<file path="src/rtl/uart_tx_pkg.sv">
package uart_tx_pkg;
  localparam int DATA_W     = 8;
  localparam int FRAME_BITS = DATA_W + 2;
  localparam logic [DATA_W-1:0] XON_CHAR  = 8'h11;
  localparam logic [DATA_W-1:0] XOFF_CHAR = 8'h13;

  typedef enum logic [1:0] {
    ST_IDLE  = 2'd0,
    ST_SEND  = 2'd1,
    ST_BREAK = 2'd2,
    ST_MARK  = 2'd3
  } tx_state_e;
endpackage

</file>
<file path="src/rtl/tx_fifo.sv">
module tx_fifo #(
  parameter int DEPTH = 4,
  parameter int W     = 8
) (
  input  logic         clk_i,
  input  logic         rst_ni,
  input  logic         flush_i,
  input  logic         push_i,
  input  logic [W-1:0] din_i,
  input  logic         pop_i,
  output logic [W-1:0] dout_o,
  output logic         empty_o,
  output logic         full_o
);
  localparam int AW = (DEPTH > 1) ? $clog2(DEPTH) : 1;
  localparam int CW = $clog2(DEPTH + 1);

  logic [W-1:0]  mem [DEPTH];
  logic [AW-1:0] rd_ptr, wr_ptr;
  logic [CW-1:0] count;
  logic          push_ok, pop_ok;

  assign empty_o = (count == '0);
  assign full_o  = (count == CW'(DEPTH));
  assign push_ok = push_i & ~full_o;
  assign pop_ok  = pop_i & ~empty_o;
  assign dout_o  = mem[rd_ptr];

  function automatic logic [AW-1:0] nxt(input logic [AW-1:0] p);
    return (p == AW'(DEPTH - 1)) ? '0 : p + 1'b1;
  endfunction

  always_ff @(posedge clk_i or negedge rst_ni) begin
    if (!rst_ni) begin
      rd_ptr <= '0;
      wr_ptr <= '0;
      count  <= '0;
    end else if (flush_i) begin
      rd_ptr <= '0;
      wr_ptr <= '0;
      count  <= '0;
    end else begin
      if (push_ok) wr_ptr <= nxt(wr_ptr);
      if (pop_ok)  rd_ptr <= nxt(rd_ptr);
      count <= count + CW'(push_ok) - CW'(pop_ok);
    end
  end

  always_ff @(posedge clk_i) begin
    if (push_ok) mem[wr_ptr] <= din_i;
  end
endmodule

</file>
<file path="src/rtl/tx_cmd.sv">
module tx_cmd
  import uart_tx_pkg::*;
(
  input  logic              clk_i,
  input  logic              rst_ni,
  input  logic              flush_i,
  input  logic              cmd_enable_i,
  input  logic              cmd_disable_i,
  input  logic              cmd_brk_start_i,
  input  logic              cmd_brk_stop_i,
  input  logic              cmd_xon_i,
  input  logic              cmd_xoff_i,
  input  logic              cmd_hold_i,
  input  logic              cmd_resume_i,
  input  logic              in_break_i,
  input  logic              flow_take_i,
  input  logic              brk_go_i,
  input  logic              brk_end_i,
  output logic              en_o,
  output logic              hold_o,
  output logic              flow_pend_o,
  output logic [DATA_W-1:0] flow_char_o,
  output logic              brk_pend_o,
  output logic              stop_req_o
);
  always_ff @(posedge clk_i or negedge rst_ni) begin
    if (!rst_ni) begin
      en_o        <= 1'b0;
      hold_o      <= 1'b0;
      flow_pend_o <= 1'b0;
      flow_char_o <= '0;
      brk_pend_o  <= 1'b0;
      stop_req_o  <= 1'b0;
    end else if (flush_i) begin
      en_o        <= 1'b0;
      hold_o      <= 1'b0;
      flow_pend_o <= 1'b0;
      flow_char_o <= '0;
      brk_pend_o  <= 1'b0;
      stop_req_o  <= 1'b0;
    end else begin
      if (cmd_enable_i)  en_o <= 1'b1;
      if (cmd_disable_i) en_o <= 1'b0;

      if (cmd_hold_i)   hold_o <= 1'b1;
      if (cmd_resume_i) hold_o <= 1'b0;

      // a new request overrides one that was just consumed
      if (flow_take_i) flow_pend_o <= 1'b0;
      if (en_o && cmd_xon_i) begin
        flow_pend_o <= 1'b1;
        flow_char_o <= XON_CHAR;
      end
      if (en_o && cmd_xoff_i) begin
        flow_pend_o <= 1'b1;
        flow_char_o <= XOFF_CHAR;
      end

      if (brk_go_i) brk_pend_o <= 1'b0;
      if (cmd_brk_start_i && en_o && !in_break_i) brk_pend_o <= 1'b1;
      if (cmd_brk_stop_i) brk_pend_o <= 1'b0;

      if (brk_end_i) stop_req_o <= 1'b0;
      if (cmd_brk_stop_i && in_break_i) stop_req_o <= 1'b1;
    end
  end
endmodule

</file>
<file path="src/rtl/tx_shifter.sv">
module tx_shifter
  import uart_tx_pkg::*;
(
  input  logic              clk_i,
  input  logic              rst_ni,
  input  logic              flush_i,
  input  logic              tick_i,
  input  logic              flow_pend_i,
  input  logic [DATA_W-1:0] flow_char_i,
  input  logic              hold_i,
  input  logic              fifo_empty_i,
  input  logic [DATA_W-1:0] fifo_data_i,
  input  logic              brk_pend_i,
  input  logic              stop_req_i,
  output logic              pop_o,
  output logic              flow_take_o,
  output logic              brk_go_o,
  output logic              brk_end_o,
  output tx_state_e         state_o,
  output logic              txd_o
);
  localparam int BW = $clog2(FRAME_BITS);
  localparam logic [BW-1:0] LAST_BIT = BW'(FRAME_BITS - 1);

  tx_state_e             st;
  logic [BW-1:0]         bit_idx;
  logic [FRAME_BITS-1:0] sr;
  logic                  free, mid_frame;
  logic [DATA_W-1:0]     load_char;

  assign mid_frame = (st == ST_SEND) && (bit_idx != LAST_BIT);
  assign free      = (st == ST_IDLE) || (st == ST_MARK) ||
                     ((st == ST_SEND) && (bit_idx == LAST_BIT));
  assign load_char = flow_take_o ? flow_char_i : fifo_data_i;

  always_comb begin
    pop_o       = 1'b0;
    flow_take_o = 1'b0;
    brk_go_o    = 1'b0;
    brk_end_o   = 1'b0;
    if (tick_i) begin
      if (st == ST_BREAK) begin
        brk_end_o = stop_req_i;
      end else if (free) begin
        if (flow_pend_i)                     flow_take_o = 1'b1;
        else if (!fifo_empty_i && !hold_i)   pop_o       = 1'b1;
        else if (brk_pend_i && fifo_empty_i) brk_go_o    = 1'b1;
      end
    end
  end

  always_ff @(posedge clk_i or negedge rst_ni) begin
    if (!rst_ni) begin
      st      <= ST_IDLE;
      bit_idx <= '0;
      sr      <= '1;
    end else if (flush_i) begin
      st      <= ST_IDLE;
      bit_idx <= '0;
      sr      <= '1;
    end else if (tick_i) begin
      if (flow_take_o || pop_o) begin
        st      <= ST_SEND;
        bit_idx <= '0;
        sr      <= {1'b1, load_char, 1'b0};
      end else if (brk_go_o) begin
        st <= ST_BREAK;
      end else if (brk_end_o) begin
        st <= ST_MARK;
      end else if (mid_frame) begin
        sr      <= {1'b1, sr[FRAME_BITS-1:1]};
        bit_idx <= bit_idx + 1'b1;
      end else if (free) begin
        st <= ST_IDLE;
      end
    end
  end

  assign state_o = st;
  assign txd_o   = (st == ST_SEND) ? sr[0] : (st != ST_BREAK);
endmodule

</file>
<file path="src/rtl/uart_tx_flow.sv">
module uart_tx_flow
  import uart_tx_pkg::*;
#(
  parameter int DEPTH = 4
) (
  input  logic              clk_i,
  input  logic              rst_ni,
  input  logic              tick_i,
  input  logic              wr_valid_i,
  input  logic [DATA_W-1:0] wr_data_i,
  input  logic              cmd_enable_i,
  input  logic              cmd_disable_i,
  input  logic              cmd_reset_i,
  input  logic              cmd_brk_start_i,
  input  logic              cmd_brk_stop_i,
  input  logic              cmd_xon_i,
  input  logic              cmd_xoff_i,
  input  logic              cmd_hold_i,
  input  logic              cmd_resume_i,
  output logic              txd_o,
  output logic              tx_rdy_o,
  output logic              tx_idle_o
);
  logic              en_q, hold_q, flow_pend, brk_pend, stop_req;
  logic [DATA_W-1:0] flow_char, fifo_data;
  logic              fifo_empty, fifo_full;
  logic              pop, flow_take, brk_go, brk_end;
  logic              in_break;
  tx_state_e         state;

  assign in_break = (state == ST_BREAK);

  tx_fifo #(.DEPTH(DEPTH), .W(DATA_W)) u_fifo (
    .clk_i   (clk_i),
    .rst_ni  (rst_ni),
    .flush_i (cmd_reset_i),
    .push_i  (wr_valid_i & en_q),
    .din_i   (wr_data_i),
    .pop_i   (pop),
    .dout_o  (fifo_data),
    .empty_o (fifo_empty),
    .full_o  (fifo_full)
  );

  tx_cmd u_cmd (
    .clk_i           (clk_i),
    .rst_ni          (rst_ni),
    .flush_i         (cmd_reset_i),
    .cmd_enable_i    (cmd_enable_i),
    .cmd_disable_i   (cmd_disable_i),
    .cmd_brk_start_i (cmd_brk_start_i),
    .cmd_brk_stop_i  (cmd_brk_stop_i),
    .cmd_xon_i       (cmd_xon_i),
    .cmd_xoff_i      (cmd_xoff_i),
    .cmd_hold_i      (cmd_hold_i),
    .cmd_resume_i    (cmd_resume_i),
    .in_break_i      (in_break),
    .flow_take_i     (flow_take),
    .brk_go_i        (brk_go),
    .brk_end_i       (brk_end),
    .en_o            (en_q),
    .hold_o          (hold_q),
    .flow_pend_o     (flow_pend),
    .flow_char_o     (flow_char),
    .brk_pend_o      (brk_pend),
    .stop_req_o      (stop_req)
  );

  tx_shifter u_shift (
    .clk_i        (clk_i),
    .rst_ni       (rst_ni),
    .flush_i      (cmd_reset_i),
    .tick_i       (tick_i),
    .flow_pend_i  (flow_pend),
    .flow_char_i  (flow_char),
    .hold_i       (hold_q),
    .fifo_empty_i (fifo_empty),
    .fifo_data_i  (fifo_data),
    .brk_pend_i   (brk_pend),
    .stop_req_i   (stop_req),
    .pop_o        (pop),
    .flow_take_o  (flow_take),
    .brk_go_o     (brk_go),
    .brk_end_o    (brk_end),
    .state_o      (state),
    .txd_o        (txd_o)
  );

  assign tx_rdy_o  = en_q & ~fifo_full;
  assign tx_idle_o = en_q & fifo_empty & ~flow_pend & (state == ST_IDLE);
endmodule

</file>
<file path="config.mk">
export PLATFORM = sky130hd
export DESIGN_NAME = uart_tx_flow
export DESIGN_NICKNAME = d
export VERILOG_FILES = /design/src/rtl/uart_tx_pkg.sv /design/src/rtl/tx_fifo.sv /design/src/rtl/tx_cmd.sv /design/src/rtl/tx_shifter.sv /design/src/rtl/uart_tx_flow.sv
export SDC_FILE = /design/constraint.sdc
export NUM_CORES = 1
export LEC_CHECK = 0
export ABC_AREA = 1
export BUFFER_PORTS_ARGS = -buffer_cell sky130_fd_sc_hd__buf_2
export CAP_MARGIN = 20
export CORE_MARGIN = 2
export CORE_UTILIZATION = 54
export CTS_CLUSTER_SIZE = 20
export DETAILED_ROUTE_END_ITERATION = 7
export GPL_TIMING_DRIVEN = 0
export PLACE_DENSITY = 0.76
export SETUP_SLACK_MARGIN = 0.2
export SKIP_CTS_REPAIR_TIMING = 1
export SYNTH_ARGS = -nofsm -noshare
export SYNTH_HDL_FRONTEND = slang
export SYNTH_SLANG_ARGS = --single-unit
export TNS_END_PERCENT = 5
</file>
<file path="constraint.sdc">
create_clock -name clk_i -period 2.41 [get_ports clk_i]
set_input_delay 0.241 -clock clk_i [delete_from_list [all_inputs] [get_ports clk_i]]
set_output_delay 0.241 -clock clk_i [all_outputs]
set_load 0.1 [all_outputs]
</file>
* Yosys cells after proc, flatten, opt, wreduce, memory -nomap -nowiden
Memories as Yosys holds them, arrays and structs flattened.
Index checks and enable logic that the tools add are counted.
** Word-level totals
- Register bits :: 36
- RAM bits :: 32
- Output and inout port bits :: 3
- Logic and storage cells :: 137
- Memories kept :: 1
** Operators by class
- Add/sub/neg operators :: 5
- Equal/unequal tests :: 12
- Multiplexer cells :: 67
- Bitwise logic cells :: 10
- Reductions and logical operators :: 30
** Memory list
- u_fifo.mem :: words 4, width 8, read ports 1, clocked after Yosys merged registers in 0, wr ports 1, RTL line tx_fifo.sv:18 : logic [W-1:0] mem [DEPTH];
** Operators by type and width (number)
- two-way mux 10 bit :: 6
- two-way mux 1 bit :: 37
- two-way mux 8 bit :: 4
- two-way mux 2 bit :: 13
- two-way mux 4 bit :: 6
- nonzero test 3 bit :: 5
- logical AND 1 bit :: 9
- == test 2 bit (second input constant) :: 4
- nonzero test 4 bit :: 2
- bitwise AND 1 bit :: 7
- != test 3 x 2 -> 1 bit (second input constant) :: 2
- nonzero test 2 bit :: 3
- != test 5 bit (second input constant) :: 1
- nonzero test 5 bit :: 1
- adder 2 x 1 -> 2 bit (second input constant) :: 2
- adder 4 x 1 -> 4 bit (second input constant) :: 1
- == test 4 bit (second input constant) :: 1
- != test 4 bit (second input constant) :: 1
- AND reduction 4 bit :: 1
- adder 3 x 1 -> 3 bit :: 1
- == test 3 bit (second input constant) :: 1
- zero test 1 bit :: 3
- zero test 3 bit :: 1
- logical OR 1 bit :: 3
- other kinds (7) :: 9

* Logic depth before layout (Yosys ltp)
Gate-level depths: netlist of the first run.
- Depth after elaboration :: 12
- Mapped depth :: 15
- Mapped depth without buffers :: 14

* Modules after synthesis
A second synthesis of the first run with hierarchy kept.
** Second synthesis, totals
- Cell total of the unflattened synthesis :: 378
- Area, all modules :: 3308.2 um^2
** By module, submodules not included
- tx_fifo :: times used 1, cells an instance 140, area each 1692.9 um^2, sequential area each 1136.1 um^2
- tx_shifter :: times used 1, cells an instance 186, area each 1229.9 um^2, sequential area each 386.6 um^2
- tx_cmd :: times used 1, cells an instance 41, area each 342.8 um^2, sequential area each 175.2 um^2
- uart_tx_flow :: times used 1, cells an instance 11, area each 42.5 um^2, sequential area each 0.0 um^2

* Least setup slack after synthesis of the first run
Ideal clock, no wire load.
- Kind :: register -> register
- Start point :: register u_fifo.count[1]
- End point :: register u_fifo.count[2]
- Data arrival time :: 3303 ps
- Setup slack :: -1026 ps
- Stages on the path, launching flop included :: 10
- Path buffers :: 0
- Cells stage by stage :: dfrtp_1 nor2_2 a21oi_1 nand2_1 inv_1 ha_1 inv_1 fa_1 xor2_1 nor2_1
** On the way
- Longest elaborated chain between the ends :: 11
** RTL lines
- start, declared :: RTL line tx_fifo.sv:20 : logic [CW-1:0] count;
- start signal, assigned :: RTL line tx_fifo.sv:45 : count <= count + CW'(push_ok) - CW'(pop_ok);
- zero test 3 bit :: RTL line tx_fifo.sv:23 : assign empty_o = (count == '0);
- zero test 1 bit :: RTL line tx_shifter.sv:46 : else if (!fifo_empty_i && !hold_i) pop_o = 1'b1;
- logical AND 1 bit :: RTL line tx_shifter.sv:46
- two-way mux 1 bit :: RTL line tx_shifter.sv:46
- two-way mux 1 bit :: RTL line tx_shifter.sv:45 : if (flow_pend_i) flow_take_o = 1'b1;
- two-way mux 1 bit :: RTL line tx_shifter.sv:44 : end else if (free) begin
- two-way mux 1 bit :: RTL line tx_shifter.sv:42 : if (st == ST_BREAK) begin
- two-way mux 1 bit :: RTL line tx_shifter.sv:41 : if (tick_i) begin
- bitwise AND 1 bit :: RTL line tx_fifo.sv:26 : assign pop_ok = pop_i & ~empty_o;
- subtractor 3 x 1 -> 3 bit * :: RTL line tx_fifo.sv:45
- two-way mux 3 bit * :: RTL line tx_fifo.sv:38 : end else if (flush_i) begin
Every way passes the cells marked *; elsewhere a longest branch is shown, timed or not.
A chain may end at the register's enable or synchronous reset.

* Worst setup path in the final report of the first run
- Start point :: register u_shift.bit_idx[1]
- End point :: register u_fifo.count[1]
** On the way
- Longest elaborated chain between the ends :: 9
** RTL lines
- start, declared :: RTL line tx_shifter.sv:26 : logic [BW-1:0] bit_idx;
- start signal, assigned :: RTL line tx_shifter.sv:72 : bit_idx <= bit_idx + 1'b1;
- == test 4 bit :: RTL line tx_shifter.sv:33 : ((st == ST_SEND) && (bit_idx == LAST_BIT));
- logical AND 1 bit :: RTL line tx_shifter.sv:33
- logical OR 1 bit :: RTL line tx_shifter.sv:32 : assign free = (st == ST_IDLE) || (st == ST_MARK) ||
- two-way mux 1 bit :: RTL line tx_shifter.sv:44
- two-way mux 1 bit :: RTL line tx_shifter.sv:42
- two-way mux 1 bit :: RTL line tx_shifter.sv:41
- bitwise AND 1 bit :: RTL line tx_fifo.sv:26
- subtractor 3 x 1 -> 3 bit :: RTL line tx_fifo.sv:45
- two-way mux 3 bit :: RTL line tx_fifo.sv:38
No other way between the ends.

==> results.toml, run 1 <==
[routing]
firstDrtPassIters = 4
wl_mm = 6.40
routedWlPerCell_um = 14.0
top_layer = "met4"
met1Wirelength_mm = 2.93
ant_nets = 0
wl_met2_mm = 3.07
drt_iter0_drc = 236
wl_met3_um = 290
drc = 0
via_per_inst = 5.21
vias = 2385

[timing]
relSlewSlack = 0.451
final_max_slew_viol_count = 0
fin_crit_sh = 0.976
tightest_slew_ns = 0.821
finalSetupViolations = 0
hold_violations = 0
fin_worst_skew_ns = 0.0112
rsz0062_at_grt = "yes"
hold_slack_ns = 0.0559
fmax_mhz = 425
post-route-min-period_ns = 2.35

[worst_setup_path]
required_ns = 2.61
critical_path.reg2reg.startpoint = "u_shift.bit_idx[1]$_DFFE_PN0P_"
cp-end-kind = "register"
reg2reg_slack_ns = 0.06
crit_type = "register to register"
arrival_ns = 2.55
crit_path_start_kind = "register"
cp-endpoint = "u_fifo.count[1]$_DFF_PN0_"
crit_fanout = 5
cp-startpoint = "u_shift.bit_idx[1]$_DFFE_PN0P_"
reg2reg_depth = 14
regToRegEndpoint = "u_fifo.count[1]$_DFF_PN0_"

[power]
p_per_area_nw_per_um2 = 1000
ir_drop_v = 0.000598
leakagePower_nw = 1.71

[place]
dp_hpwl_mm = 4.24
place_area_sq_um = 3320
port_buffers = 23
place_congestion = 0.836

[synth]
synth.top_cells.by_count = "nand2_1 (72), nor2_1 (45), nand3_1 (43)"
yosysMostFrequentCell = "nand2_1"
synth_seq_cells = 61
yosys.area.top_type = "edfxtp_1"
synthTopCellsByArea = "edfxtp_1 (31%), dfrtp_1 (16%), nand2_1 (8.8%)"
syn_area_per_cell_sq_um = 9.18
yosys_warnings = 0
ys.flop_type = "edfxtp_1"
syn_inst = 333
synthArstFlopShare = 0.475
synth_top_area_share = 0.314
synthDistinctLibCells = 31
synth_nets = 367
synth_edf_count = 32
syn_area_sq_um = 3060
ys_seq_area_frac = 0.555

[cts]
cts_max_level = 3
path_clk_slew_ns = 0.07
tritoncts = "done"
clkSinkCount = 61
clk_path_buf_depth = 2
worstSkewPairLatency_ns = 0.34
cts_made_buffers = 9
root_buffer = "clkbuf_8"

[final_layout]
layout.nets = 415
synthToLayoutAreaGrowth_pct = 20.5
fin_area_sq_um = 3680
nFillCells = 455
drive_above_1_share = 0.254
seq_area_sq_um = 1700
multi_input_area_sq_um = 1210
n_antenna_cell = 0

[global_route]
grt_pass1_vias = 2283
grt_pass1_wl_mm = 10.4
antenna_found_initial = 0
grt_start_max_net_pins = 30
grt-ovfl-total = 0
grt_util_all_layers = 0.223

[die]
core_sq_um = 5470
io_pins = 24
start_util = 0.559
row_count = 27
die_h_um = 79.2
dieArea_sq_um = 6280
die_width_um = 79.2

[job]
drv_cap = 0

[min_path]
hp-class = "input port to register"

[outcome]
status = "finished clean"
-- final cells by class --
cell class              instances  area share
flip-flops and latches         61       0.462
clock buffers                  12      0.0394
plain buffers                  11      0.0211
well taps                      72      0.0245
inverters                      42      0.0435
clock inverters                 4      0.0197
repair buffers                 37      0.0605
multi-input cells             219       0.330
-- registers in the layout (all words and copies together), names as in the netlist --
name,count
u_cmd.flow_pend_o,1
u_cmd.flow_char_o,2
u_cmd.stop_req_o,1
u_shift.bit_idx,4
u_fifo.mem,32
u_fifo.wr_ptr,2
u_fifo.count,3
u_shift.state_o,2
u_cmd.brk_pend_o,1
u_fifo.rd_ptr,2
u_cmd.hold_o,1
u_shift.sr,9
u_cmd.en_o,1
-- placed cells by master (no fill, tap or decap), types with 2 or more instances in the layout --
cell type / n
nand2_1: 71
nor2_1: 45
nand3_1: 42
inv_1: 32
edfxtp_1: 32
buf_2: 28
dfrtp_1: 18
o21ai_0: 15
buf_4: 14
clkbuf_8: 10
dfstp_2: 9
inv_2: 7
ha_1: 7
nand2_2: 4
clkbuf_1: 4
ha_4: 4
nand3_2: 3
nand4_1: 3
a211oi_1: 3
nor3_1: 3
a21oi_1: 3
buf_6: 2
xnor2_1: 2
xor2_1: 2
o21ai_1: 2
clkinv_1: 2
bufinv_16: 2
dfrtp_2: 2
-- how the worst min path moves through the flow --
stage	endpoint	from	depth (start not counted)
after floorplan	u_cmd.brk_pend_o$_DFFE_PN0P_	rst_ni	0
after global placement	u_shift.bit_idx[2]$_DFFE_PN0P_	rst_ni	1
after detailed placement	u_shift.bit_idx[2]$_DFFE_PN0P_	rst_ni	1
after CTS	u_fifo.rd_ptr[0]$_DFFE_PN0P_	rst_ni	1
after global routing	u_cmd.hold_o$_DFFE_PN0P_	cmd_resume_i	2
final	u_cmd.hold_o$_DFFE_PN0P_	cmd_resume_i	2
-- power breakdown --
part | total (mW) | internal (mW) | switching, mW
Sequential | 1.41 | 1.30 | 0.108
Clock | 1.00 | 0.610 | 0.393
Combinational | 1.28 | 0.508 | 0.770
-- cell families after synthesis --
| group | Yosys count | share of synthesized area |
|---|---|---|
| simple gates | 175 | 0.249 |
| flops | 61 | 0.555 |
| buf+inv | 53 | 0.0757 |
| compound gates | 27 | 0.0528 |
| fa+ha+maj | 13 | 0.0557 |
| xor+xnor | 4 | 0.0115 |
-- per-stage QoR --
step,utilization,total power [mW],setup WS (ns),instances,setup TNS (ns)
floorplan,-,2.28,0.0754,333,0
finish,0.673,3.69,0.0588,458,0
global placement,0.607,2.51,-0.0760,428,-0.150
global route,0.673,3.91,-0.0849,458,-0.151
CTS,0.647,3.54,-0.121,444,-0.242
detailed placement,0.607,2.54,-0.104,428,-0.197
-- metal layers --
| metal | track usage | vias up |
|---|---|---|
| met1 | 0.296 | 1129 |
| met4 | 0.100 | 0 |
| li1 | - | 1180 |
| met3 | 0.0557 | 10 |
| met2 | 0.347 | 66 |
| met5 | 0 | - |
-- worst max-delay path, stage by stage (launching register included) --
cell	delay, ns
dfrtp_1	0.41
inv_1	0.07
ha_2	0.18
nand4_1	0.11
nand2_2	0.14
buf_6	0.15
nand2_8	0.06
buf_8	0.13
inv_4	0.05
ha_4	0.18
inv_2	0.06
ha_4	0.11
inv_2	0.03
fa_2	0.50
nor2_1	0.04
(Power assumes the default switching activity.)
==> run 2: changes to the inputs <==
--- a/config.mk
+++ b/config.mk
@@ -8,12 +8,14 @@
 export ABC_AREA = 1
 export BUFFER_PORTS_ARGS = -buffer_cell sky130_fd_sc_hd__buf_2
 export CAP_MARGIN = 20
+export CELL_PAD_IN_SITES_DETAIL_PLACEMENT = 1
+export CELL_PAD_IN_SITES_GLOBAL_PLACEMENT = 1
 export CORE_MARGIN = 2
-export CORE_UTILIZATION = 54
+export CORE_UTILIZATION = 41
 export CTS_CLUSTER_SIZE = 20
 export DETAILED_ROUTE_END_ITERATION = 7
 export GPL_TIMING_DRIVEN = 0
-export PLACE_DENSITY = 0.76
+export PLACE_DENSITY = 0.75
 export SETUP_SLACK_MARGIN = 0.2
 export SKIP_CTS_REPAIR_TIMING = 1
 export SYNTH_ARGS = -nofsm -noshare
==> run 2 against run 1 <==
Against the previous run: the run now ends with negative setup slack left; hold slack got worse by 0.023 ns; count of clock-buffer cells in the layout decreased by 2; total power decreased by 2.1%; core utilization decreased by 17 points; clock power decreased by 7%; sequential share of layout area increased by 0.25 points; global-route usage decreased by 2.9 points; via count decreased by 0.46%; non-clock buffer count decreased by 5; critical path depth unchanged; combinational power about the same; wire length increased by 13%; highest routed layer unchanged.
==> results.toml, run 2 (same netlist as run 1, synthesis figures left out) <==
[min_path]
hp-class = "input port to register"
hold_start = "cmd_resume_i"
whs_endpoint = "u_cmd.hold_o$_DFFE_PN0P_"
holdPathStages = 2

[routing]
ant_nets = 0
drc = 0
wl_mm = 7.23
vias = 2374
routedWlPerCell_um = 15.1
via_per_inst = 4.95
firstDrtPassIters = 4
drt_iter0_drc = 92

[final_layout]
regMostFlops = "u_fifo.mem"
synthToLayoutAreaGrowth_pct = 19.8
drive_above_1_share = 0.244
layout.nets = 410
top_regs = "u_fifo.mem: 32 flops, u_shift.sr: 9 flops, u_shift.bit_idx: 4 flops"
layoutNonFillerInstCount = 480
final_cell_mix = "nand2_1 (71), nor2_1 (45), nand3_1 (42)"
n_antenna_cell = 0
largest_reg_flops = 32
layout_commonest_cell = "nand2_1"

[die]
io_pins = 24
row_count = 31
die_h_um = 90.3
start_util = 0.421
die_width_um = 90.3
dieArea_sq_um = 8160
core_sq_um = 7250

[cts]
worstSkewPairLatency_ns = 0.35
cts_made_buffers = 9
clk_path_buf_depth = 2
path_clk_slew_ns = 0.07
cts_max_level = 3
clkSinkCount = 61
root_buffer = "clkbuf_8"
tritoncts = "done"

[global_route]
grt_pass1_vias = 2485
grt_start_max_net_pins = 30
grt_util_all_layers = 0.193
grt-ovfl-total = 0
antenna_found_initial = 0
grt_pass1_wl_mm = 12.2

[worst_setup_path]
reg2reg_depth = 14
timing.critical_path.cells = "inv_2, ha_4, inv_2, nand3_2, nor2_4, nand2_4, buf_8, inv_4, ha_4, inv_2, ha_4, inv_2, fa_2, nor2_1"
arrival_ns = 2.66
crit_fanout = 7
crit_type = "register to register"
regToRegEndpoint = "u_fifo.count[1]$_DFF_PN0_"
critical_path.reg2reg.startpoint = "u_shift.state_o[0]$_DFFE_PN0P_"
cp-end-kind = "register"
max_stage_delay_ns = 0.52
crit_path_start_kind = "register"
crit_top_cell = "inv_2"
reg2reg_slack_ns = -0.03
crit_slowest_cell = "fa_2"
required_ns = 2.63

[timing]
hold_violations = 0
finalSetupTns_ns = -0.0440
tightest_slew_ns = 0.827
rsz0062_at_grt = "yes"
relSlewSlack = 0.447
finalWorstSetupSlack_ns = -0.0274
fmax_mhz = 410
final_max_slew_viol_count = 0
fin_crit_sh = 1.01
post-route-min-period_ns = 2.44
fin_worst_skew_ns = 0.00830
finalSetupViolations = 2

[power]
leakagePower_nw = 1.69
ir_drop_v = 0.000375
p_per_area_nw_per_um2 = 986

[outcome]
failed_checks = "negative setup slack"
status = "finished, violations left"

[place]
port_buffers = 23
place_congestion = 0.765
dpl.cell_count = 455
dp_hpwl_mm = 4.91

[job]
drv_cap = 0
## run 2: metrics by stage
step | power (mW) | hold slack [ns] | cell area (sq um) | worst slack [ns] | utilization
after floorplan | 2.28 | -0.0546 | 3120 | 0.0754 | -
after global placement | 2.54 | 0.326 | 3360 | -0.112 | 0.463
after detailed placement | 2.59 | 0.339 | 3360 | -0.129 | 0.463
after CTS | 3.54 | -0.0394 | 3560 | -0.163 | 0.490
after global routing | 3.86 | 0.0257 | 3660 | -0.121 | 0.505
final | 3.61 | 0.0333 | 3660 | -0.0274 | 0.505
## run 2: critical path: cells and delay by family, from the launching register on
family | cells | cell delay [ns]
flops | 1 | 0.43
fa+ha+maj | 4 | 1.00
simple gates | 4 | 0.46
buf+inv | 6 | 0.41
## run 2: how the worst max path moves through the flow
stage	startpoint	end	slack, ns	depth (start not counted)
after floorplan	u_shift.state_o[1]$_DFFE_PN0P_	u_fifo.count[1]$_DFF_PN0_	0.08	14
after global placement	u_shift.state_o[1]$_DFFE_PN0P_	u_fifo.count[2]$_DFF_PN0_	-0.11	15
after detailed placement	u_shift.state_o[1]$_DFFE_PN0P_	u_fifo.count[1]$_DFF_PN0_	-0.13	14
after CTS	u_shift.state_o[1]$_DFFE_PN0P_	u_fifo.count[2]$_DFF_PN0_	-0.16	15
after global routing	u_shift.state_o[0]$_DFFE_PN0P_	u_fifo.count[2]$_DFF_PN0_	-0.12	15
final	u_shift.state_o[0]$_DFFE_PN0P_	u_fifo.count[1]$_DFF_PN0_	-0.03	14
## run 2: layout make-up
cell class / instances / area, sq um
tap: 99 / 124
timing repair buffer: 32 / 185
multi-input combinational: 219 / 1210
sequential: 61 / 1700
inverter: 42 / 160
buffer: 11 / 81.3
clock inverter: 6 / 72.6
fill: 871 / 3590
clock buffer: 10 / 128
## run 2: report_power, final
| group | switching (mW) | internal, mW |
|---|---|---|
| logic | 0.792 | 0.477 |
| registers | 0.110 | 1.30 |
| clock network | 0.448 | 0.486 |
## run 2: metal layers
metal	GRT usage	part of all wire	wire, um
met1	0.242	0.45	3260
met2	0.326	0.50	3610
met3	0.0484	0.035	252
met4	0.0679	0.015	109
met5	0	0	0
